`src/rtl/subl_pkg.sv`:
```
package subl_pkg;

    localparam int ADDR_W = 16;
    localparam int DATA_W = 2 * ADDR_W;

    typedef logic [ADDR_W-1:0] addr_t;
    typedef logic [DATA_W-1:0] word_t;

    // instruction word: target in the high half, operand address in the low half
    typedef struct packed {
        addr_t tgt;
        addr_t opnd;
    } instr_t;

    typedef enum logic [1:0] {
        ST_FETCH = 2'd0,
        ST_OPND  = 2'd1,
        ST_EXEC  = 2'd2,
        ST_HALT  = 2'd3
    } phase_e;

    // two's-complement zero-or-negative test
    function automatic logic not_positive(input word_t v);
        return v[DATA_W-1] || (v == '0);
    endfunction

endpackage

```
`src/rtl/subl_alu.sv`:
```
module subl_alu
    import subl_pkg::*;
(
    input  word_t opnd_val,
    input  word_t acc,
    output word_t diff,
    output logic  take
);
    always_comb begin
        diff = opnd_val - acc;
        take = not_positive(diff);
    end
endmodule

```
`src/rtl/subl_seq.sv`:
```
module subl_seq
    import subl_pkg::*;
(
    input  logic  clk,
    input  logic  rst,
    input  addr_t start_addr,
    input  word_t rdata,
    input  logic  take,
    output addr_t bus_addr,
    output logic  bus_we,
    output logic  halted
);
    phase_e st;
    addr_t  pc;
    instr_t ins_q;
    instr_t ins_now;

    assign ins_now = instr_t'(rdata);

    always_ff @(posedge clk) begin
        if (rst) begin
            st     <= ST_FETCH;
            pc     <= start_addr;
            ins_q  <= '0;
            halted <= 1'b0;
        end else begin
            unique case (st)
                ST_FETCH: st <= ST_OPND;
                ST_OPND: begin
                    ins_q <= ins_now;
                    st    <= ST_EXEC;
                end
                ST_EXEC: begin
                    if (take && (ins_q.tgt == pc)) begin
                        halted <= 1'b1;
                        st     <= ST_HALT;
                    end else begin
                        pc <= take ? ins_q.tgt : pc + 1'b1;
                        st <= ST_FETCH;
                    end
                end
                default: st <= ST_HALT;
            endcase
        end
    end

    always_comb begin
        bus_addr = pc;
        bus_we   = 1'b0;
        unique case (st)
            ST_OPND: bus_addr = ins_now.opnd;
            ST_EXEC: begin
                bus_addr = ins_q.opnd;
                bus_we   = 1'b1;
            end
            default: bus_addr = pc;
        endcase
    end

    // reset loads the entry address and clears the halt flag
    a_r1_reset_load: assert property (@(posedge clk)
        rst |=> (pc == $past(start_addr) && !halted && st == ST_FETCH));

    // a write cycle is never followed directly by another write
    a_r6_single_write: assert property (@(posedge clk) disable iff (rst)
        bus_we |=> !bus_we);

    // a taken branch moves the program counter to the target
    a_r4_taken: assert property (@(posedge clk) disable iff (rst)
        (bus_we && take) |=> (pc == $past(ins_q.tgt)));

    // a positive result steps to the next word, wrapping at the top
    a_r5_step: assert property (@(posedge clk) disable iff (rst)
        (bus_we && !take) |=> (pc == $past(pc) + 1'b1));

    // once halted, stay halted and quiet on the bus
    a_r7_sticky: assert property (@(posedge clk) disable iff (rst)
        halted |=> (halted && !bus_we));
endmodule

```
`src/rtl/subl_disp_tap.sv`:
```
module subl_disp_tap
    import subl_pkg::*;
#(
    parameter int unsigned BASE  = 32'h0400,
    parameter int unsigned WORDS = 256,
    localparam int OFF_W = $clog2(WORDS)
) (
    input  addr_t             addr,
    input  word_t             wdata,
    input  logic              we,
    output logic              tap_we,
    output logic [OFF_W-1:0]  tap_addr,
    output word_t             tap_data
);
    localparam addr_t BASE_A  = addr_t'(BASE);
    localparam addr_t WORDS_A = addr_t'(WORDS);

    addr_t off;
    logic  in_win;

    always_comb begin
        off      = addr - BASE_A;
        in_win   = (addr >= BASE_A) && (off < WORDS_A);
        tap_we   = we && in_win;
        tap_addr = off[OFF_W-1:0];
        tap_data = wdata;
    end
endmodule

```
`src/rtl/subl_core.sv`:
```
module subl_core
    import subl_pkg::*;
#(
    parameter int unsigned DISP_BASE  = 32'h0400,
    parameter int unsigned DISP_WORDS = 256,
    localparam int DISP_AW = $clog2(DISP_WORDS)
) (
    input  logic               clk,
    input  logic               rst,
    input  logic [ADDR_W-1:0]  start_addr,
    output logic [ADDR_W-1:0]  mem_addr,
    output logic [DATA_W-1:0]  mem_wdata,
    output logic               mem_we,
    input  logic [DATA_W-1:0]  mem_rdata,
    output logic               halted,
    output logic               disp_we,
    output logic [DISP_AW-1:0] disp_addr,
    output logic [DATA_W-1:0]  disp_data
);
    word_t acc_q;
    word_t diff;
    logic  take;

    subl_alu u_alu (
        .opnd_val (mem_rdata),
        .acc      (acc_q),
        .diff     (diff),
        .take     (take)
    );

    subl_seq u_seq (
        .clk        (clk),
        .rst        (rst),
        .start_addr (start_addr),
        .rdata      (mem_rdata),
        .take       (take),
        .bus_addr   (mem_addr),
        .bus_we     (mem_we),
        .halted     (halted)
    );

    always_ff @(posedge clk) begin
        if (rst)         acc_q <= '0;
        else if (mem_we) acc_q <= diff;
    end

    assign mem_wdata = diff;

    subl_disp_tap #(
        .BASE  (DISP_BASE),
        .WORDS (DISP_WORDS)
    ) u_tap (
        .addr     (mem_addr),
        .wdata    (mem_wdata),
        .we       (mem_we),
        .tap_we   (disp_we),
        .tap_addr (disp_addr),
        .tap_data (disp_data)
    );

    // the accumulator keeps the value that was written to memory
    a_r3_acc_tracks: assert property (@(posedge clk) disable iff (rst)
        mem_we |=> (acc_q == $past(mem_wdata)));

    // accumulator is zero after reset
    a_r1_acc_clear: assert property (@(posedge clk)
        rst |=> (acc_q == '0));

    // the display strobe only fires together with a memory write
    a_r8_disp_with_write: assert property (@(posedge clk) disable iff (rst)
        disp_we |-> (mem_we && disp_data == mem_wdata));
endmodule

```
`config.mk`:
```
export PLATFORM = sky130hd
export DESIGN_NAME = subl_core
export DESIGN_NICKNAME = d
export VERILOG_FILES = /design/src/rtl/subl_pkg.sv /design/src/rtl/subl_alu.sv /design/src/rtl/subl_seq.sv /design/src/rtl/subl_disp_tap.sv /design/src/rtl/subl_core.sv
export SDC_FILE = /design/constraint.sdc
export NUM_CORES = 1
export LEC_CHECK = 0
export CAP_MARGIN = 10
export CORE_UTILIZATION = 25
export CTS_CLUSTER_SIZE = 10
export DETAILED_ROUTE_END_ITERATION = 8
export DONT_BUFFER_PORTS = 1
export PLACE_DENSITY_LB_ADDON = 0.08
export SLEW_MARGIN = 40
export SYNTH_ARGS = -nofsm -noshare
export SYNTH_HDL_FRONTEND = slang
export SYNTH_SLANG_ARGS = --single-unit
```
`constraint.sdc`:
```
create_clock -name clk -period 7.8 [get_ports clk]
set_input_delay 1.56 -clock clk [delete_from_list [all_inputs] [get_ports clk]]
set_output_delay 1.56 -clock clk [all_outputs]
set_load 0.03 [all_outputs]
```
# --- Word level (Yosys, flattened, before mapping) ---
# Cells that the tools add are included.
# Widths: inputs -> output; s select.
word_totals:
  regBits: 83
  in_bits: 50
  word_cells: 32
  output_inout_bits: 91
op_classes:
  add_sub_neg: 3
  mux: 8
  eq_ne: 4
  n_lt_le_gt_ge: 2
  reduce_logical: 9
op_table:
  columns: ["cell", "count"]
  rows:
  - ["$mux 16", 4]
  - ["$logic_not 32->1", 1]
  - ["$pmux 16 s2", 1]
  - ["$sub 32x32->32", 1]
  - ["$add 16x1->16 const B", 1]
  - ["$eq 16x16->1", 1]
  - ["$ge 16x11->1 const B", 1]
  - ["$lt 16x9->1 const B", 1]
  - ["$sub 16x11->16 const B", 1]
  - ["$pmux 2 s3", 1]
  - ["$reduce_and 2->1", 2]
  - ["$logic_and 1x1->1", 3]
  - ["$eq 2x1->1 const B", 1]
  - ["$eq 2x2->1 const B", 1]
  - ["$logic_not 2->1", 1]
  - ["$mux 2", 1]
  - ["$ne 2x2->1 const B", 1]
  - ["$reduce_bool 2->1", 1]
  - ["$logic_or 1x1->1", 1]
  - ["$mux 1", 1]

# --- Longest topological paths before layout ---
depth:
  ltp_word: 7
  mapped_depth: 15
  ltp_nobuf: 13

# --- Modules after synthesis ---
# Synthesis repeated with hierarchy kept, for this count alone.
hier_totals:
  cells_unflattened: 810
  hier_area_um2: 6511.2
by_module_without_submodules:
  columns: ["mod", "cells_per_inst", "n_inst", "area_each_um2", "seq_area_each_um2"]
  rows:
  - ["subl_seq", 331, 1, 2944.1, 1181.1]
  - ["subl_alu", 333, 1, 2079.5, 0.0]
  - ["subl_core", 103, 1, 1163.6, 640.6]
  - ["subl_disp_tap", 43, 1, 324.1, 0.0]

# --- Worst setup path before layout ---
# No wires, ideal clock.
synth_path:
  kind: "input-to-output"
  from: "input port mem_rdata[0]"
  to: "output port mem_wdata[24]"
  setup_slack_ns: 1.919
  path_buffers: 1
  required_ns: 6.240
  cell_stages: 11
  arrival_ns: 4.321
  path_cell_list: "inv_1 -> ha_1 -> fa_1 -> nor2b_1 -> o2111a_1 -> o2111ai_2 -> a21oi_2 -> nor4_1 -> nor3_1 -> xor2_1 -> buf_4"
synth_between:
  elab_chain_cells: 1
synth_lines:
  columns: ["element", "line", "rtl"]
  rows:
  - ["from (decl)", "subl_core.sv:14", "input logic [DATA_W-1:0] mem_rdata,"]
  - ["$sub 32x32->32", "subl_alu.sv:10", "diff = opnd_val - acc;"]
  - ["to (decl)", "subl_core.sv:12", "output logic [DATA_W-1:0] mem_wdata,"]
# No other way between the ends.

# --- Worst setup path in the final report ---
# Ends and elaborated chain as after synthesis.

==> metrics.md <==
| Metric | Value |
|---|---|
| Vias in the first global route | 5,731 |
| Share of total power in sequential cells | 0.291 |
| Floorplan die height | 166.2 µm |
| Count of clock tree sinks | 83 |
| Clock skew after layout | 0.009363 ns |
| Synthesized netlist net count | 923 |
| Start point of the critical path | mem_rdata[0] |
| Register-to-register setup slack | 3.06 ns |
| Time the worst path needs with I/O delays and setup | 6.019 ns |
| Number of resized instances in the post-cts repair step | 0 |
| Number of setup violations in the final report | 0 |
| Type of element launching the critical path | input port |
| RD Place Congestion | 0.8480 |
| Post-CTS repair timing setup buffer count | 0 |
| Worst stage delay on the critical path | 0.55 ns |
| Ys Warns | 0 |
| Synthesized instance count | 836 |
| Share of flip-flops with an asynchronous set or reset | 0 |
| Post-synthesis instance area | 6739 µm² |
| Slowest cell on the critical path | sky130_fd_sc_hd__xor2_4 |
| Run status | finished with violations |
| Register cell area after layout | 1822 µm² |
| Number of buffers on the longest clock path | 2 |
| Area share of the largest cell type after synthesis | 0.1990 |
| Hold_buf cts | 0 |
| Final number of max-transition violations | 0 |
| Leading register cell type out of synthesis | sky130_fd_sc_hd__dfxtp_1 |
| Via Count | 5,814 |
| Detailed-router iteration count before antenna repair | 7 |
| Combinational fraction of design power | 0.468 |
| Clock tree from TritonCTS | yes |
| Arrival time at the worst endpoint | 4.46 ns |
| Worst reg2reg startpoint | acc_q[0] |
| Congestion Overflow GR | 0 |
| Final net count | 865 |
| Worst IR drop on VDD | 0.09640 mV |
| CTS Root Cell | sky130_fd_sc_hd__clkbuf_16 |
| Area Overhead vs Synth | 10.88% |
| Number of DRC violations after detailed routing | 13 |
| Critical Path End Type | primary output |
| Final worst path period share | 0.7717 |
| Internal power summed over all cells | 970.5 µW |
| Final antenna diode count | 0 |
| Critical path peak fanout | 5 |
| Average size of a mapped cell | 8.061 µm² |
| GRT Resource Usage Total | 0.1695 |
| Synthesized flop and latch total | 83 |
| Row count | 59 |
| Hold crit path type | register to register |
| Vias per cell | 5.200 |
| Switching share of total power | 0.4708 |
| Later-pin clock latency in the skew report | 0.35 ns |
| Initial Utilization | 0.2564 |
| Number of filler instances in the final layout | 2,866 |
| Maximum number of pins on one net before global-route repair | 99 |
| Slew at the pin closest to its max-slew limit | 0.8975 ns |
| Count of flip-flops with a built-in enable after synthesis | 16 |
| Setup TNS Final | 0 ns |
| Wirelength per Cell | 20.86 µm |
| Library cell with the largest summed area after synthesis | sky130_fd_sc_hd__dfxtp_1 |
| Power per cell area | 245.4 nW/µm² |
| I/O pin count | 141 |
| Critical path class | input port to primary output |
| Largest delay share family, worst path | compound AO/OA/AOI/OAI gates |
| Number of I/O port buffers | 0 |
| Worst setup margin | 1.781 ns |
| Cell variety after synth | 69 |
| Final ANT Viol Nets | 0 |
| Core footprint | 26,280 µm² |
| Total Die Area | 27,620 µm² |
| Sequence of cells on the critical path | inv_1, ha_1, fa_1, nor2b_1, o2111a_1, o2111ai_2, a21oi_2, nor4_1, nor3_1, xor2_4 |
| Number of buffers added by the clock tree synthesis step | 9 |
| Largest cells by area after synthesis | sky130_fd_sc_hd__dfxtp_1, sky130_fd_sc_hd__mux2i_1, sky130_fd_sc_hd__nor2_1 |
| Drt first-iter violations | 351 |
| Setup repair after global routing missed its margin | false |
| Static leakage power | 2.694 nW |
| Required time worst endpoint | 6.24 ns |
| Die width | 166.2 µm |
| Area of the multi-input gates | 4583 µm² |
| Power dissipated by switching net loads | 863.4 µW |
| Fmax | 166.1 MHz |
| Critical path buffers and inverters | 1 |
| Share of cells above drive strength 1 | 0.1034 |
| Failing checks | design-rule violations |
| Final wirelength | 23.33 mm |
| CTS H-tree depth | 3 |
| Number of hold violations in the final report | 0 |
| Global-route wire length before repair | 35.72 mm |
| Maxcap violations | 0 |
| Sum of net half-perimeters after detailed placement | 17.85 mm |
| Source of the worst hold timing path | acc_q[0] |
| Worst setup slack after placement | 1.720 ns |
| Worst relative slew slack | 0.4017 |
| Clock-pin slew on the worst setup and hold paths | 0.06 ns |
| Register area share after synthesis | 0.2703 |
| Share of power burned in the clock network | 0.241 |
| Initial antenna violation count | 0 |
==> final timing paths <==
kind	depth (start not counted)	to
worst max-delay path	10	mem_wdata[24]
worst min-delay path	2	acc_q[0]
worst max register to register	14	u_seq.pc[9]
worst min register to register	2	acc_q[0]
==> kinds of logic (layout without fill, tap and decap cells) <==
group,after synthesis,in the layout,share of synthesized area
buffers and inverters,137,84,0.1012
XOR/XNOR,56,56,0.07278
flip-flops,83,83,0.2703
multiplexers,64,64,0.09543
AND/OR/NAND/NOR,283,283,0.2057
adder cells (fa/ha/maj),37,37,0.06981
AO/OA/AOI/OAI,176,176,0.1847
==> layout make-up <==
type	instances	share of cell area
clock buffers	10	0.03349
multi-input cells	616	0.6134
flip-flops and latches	83	0.2438
well taps	335	0.05610
inverters	46	0.02311
clock inverters	6	0.006363
repair buffers	22	0.02378
==> through the flow <==
| stage | hold slack (ns) | power [mW] | util | std cells | cell area, µm² |
|---|---|---|---|---|---|
| 2_1_floorplan | 0.4586 | 1.246 | - | 836 | 6739 |
| 3_3_place_gp | 0.4731 | 1.369 | 0.2651 | 1101 | 6968 |
| 5_1_grt | 0.5070 | 1.941 | 0.2843 | 1118 | 7472 |
| 6_report | 0.4873 | 1.834 | 0.2843 | 1118 | 7472 |
| 3_5_place_dp | 0.4760 | 1.395 | 0.2706 | 1102 | 7111 |
| 4_1_cts | 0.4849 | 1.847 | 0.2819 | 1118 | 7408 |
==> cell usage after synthesis, types with 18 or more instances <==
cell type	instances
sky130_fd_sc_hd__a21oi_1	48
sky130_fd_sc_hd__a22oi_1	18
sky130_fd_sc_hd__and3_1	18
sky130_fd_sc_hd__buf_4	40
sky130_fd_sc_hd__clkbuf_1	37
sky130_fd_sc_hd__dfxtp_1	67
sky130_fd_sc_hd__ha_1	36
sky130_fd_sc_hd__inv_1	46
sky130_fd_sc_hd__mux2i_1	62
sky130_fd_sc_hd__nand2_1	33
sky130_fd_sc_hd__nor2_1	129
sky130_fd_sc_hd__nor3_1	25
sky130_fd_sc_hd__xnor2_1	23
sky130_fd_sc_hd__xor2_1	33
==> power groups by stage <==
stage                     Clock [mW]  Combinational, mW  Sequential, mW
final                          0.442              0.858           0.533
after global routing           0.476              0.926           0.539
after CTS                      0.459              0.854           0.534
after detailed placement           0              0.851           0.544
after global placement             0              0.826           0.543
after floorplan                    0              0.726           0.520
==> layer usage <==
metal	global-route usage	wire, µm
met5	0	0
met4	0.04185	335
met3	0.05624	1965
met2	0.2686	10620
met1	0.2202	10410
==> worst min-delay path, stage by stage (launching register included) <==
cell,delay [ns]
sky130_fd_sc_hd__dfxtp_1,0.31
sky130_fd_sc_hd__nor2_1,0.08
sky130_fd_sc_hd__a211oi_1,0.05
==> cell usage in the layout (no fill, tap or decap), types with 15 or more instances in the layout <==
cell,netlist,final
sky130_fd_sc_hd__nor3_1,25,25
sky130_fd_sc_hd__ha_1,36,34
sky130_fd_sc_hd__a21oi_1,48,45
sky130_fd_sc_hd__buf_4,40,21
sky130_fd_sc_hd__a22oi_1,18,18
sky130_fd_sc_hd__dfxtp_1,67,67
sky130_fd_sc_hd__o2bb2ai_1,17,17
sky130_fd_sc_hd__edfxtp_1,16,16
sky130_fd_sc_hd__xor2_1,33,28
sky130_fd_sc_hd__and3_1,18,18
sky130_fd_sc_hd__nor2_1,129,129
sky130_fd_sc_hd__o21ai_0,15,15
sky130_fd_sc_hd__nand2_1,33,33
sky130_fd_sc_hd__inv_1,46,46
sky130_fd_sc_hd__mux2i_1,62,62
==> state kept, by name, indices dropped and copies added, names as in the netlist <==
signal        count
u_seq.st          2
u_seq.ins_q      32
u_seq.halted      1
u_seq.pc         16
acc_q            32
(Power assumes the default switching activity.)
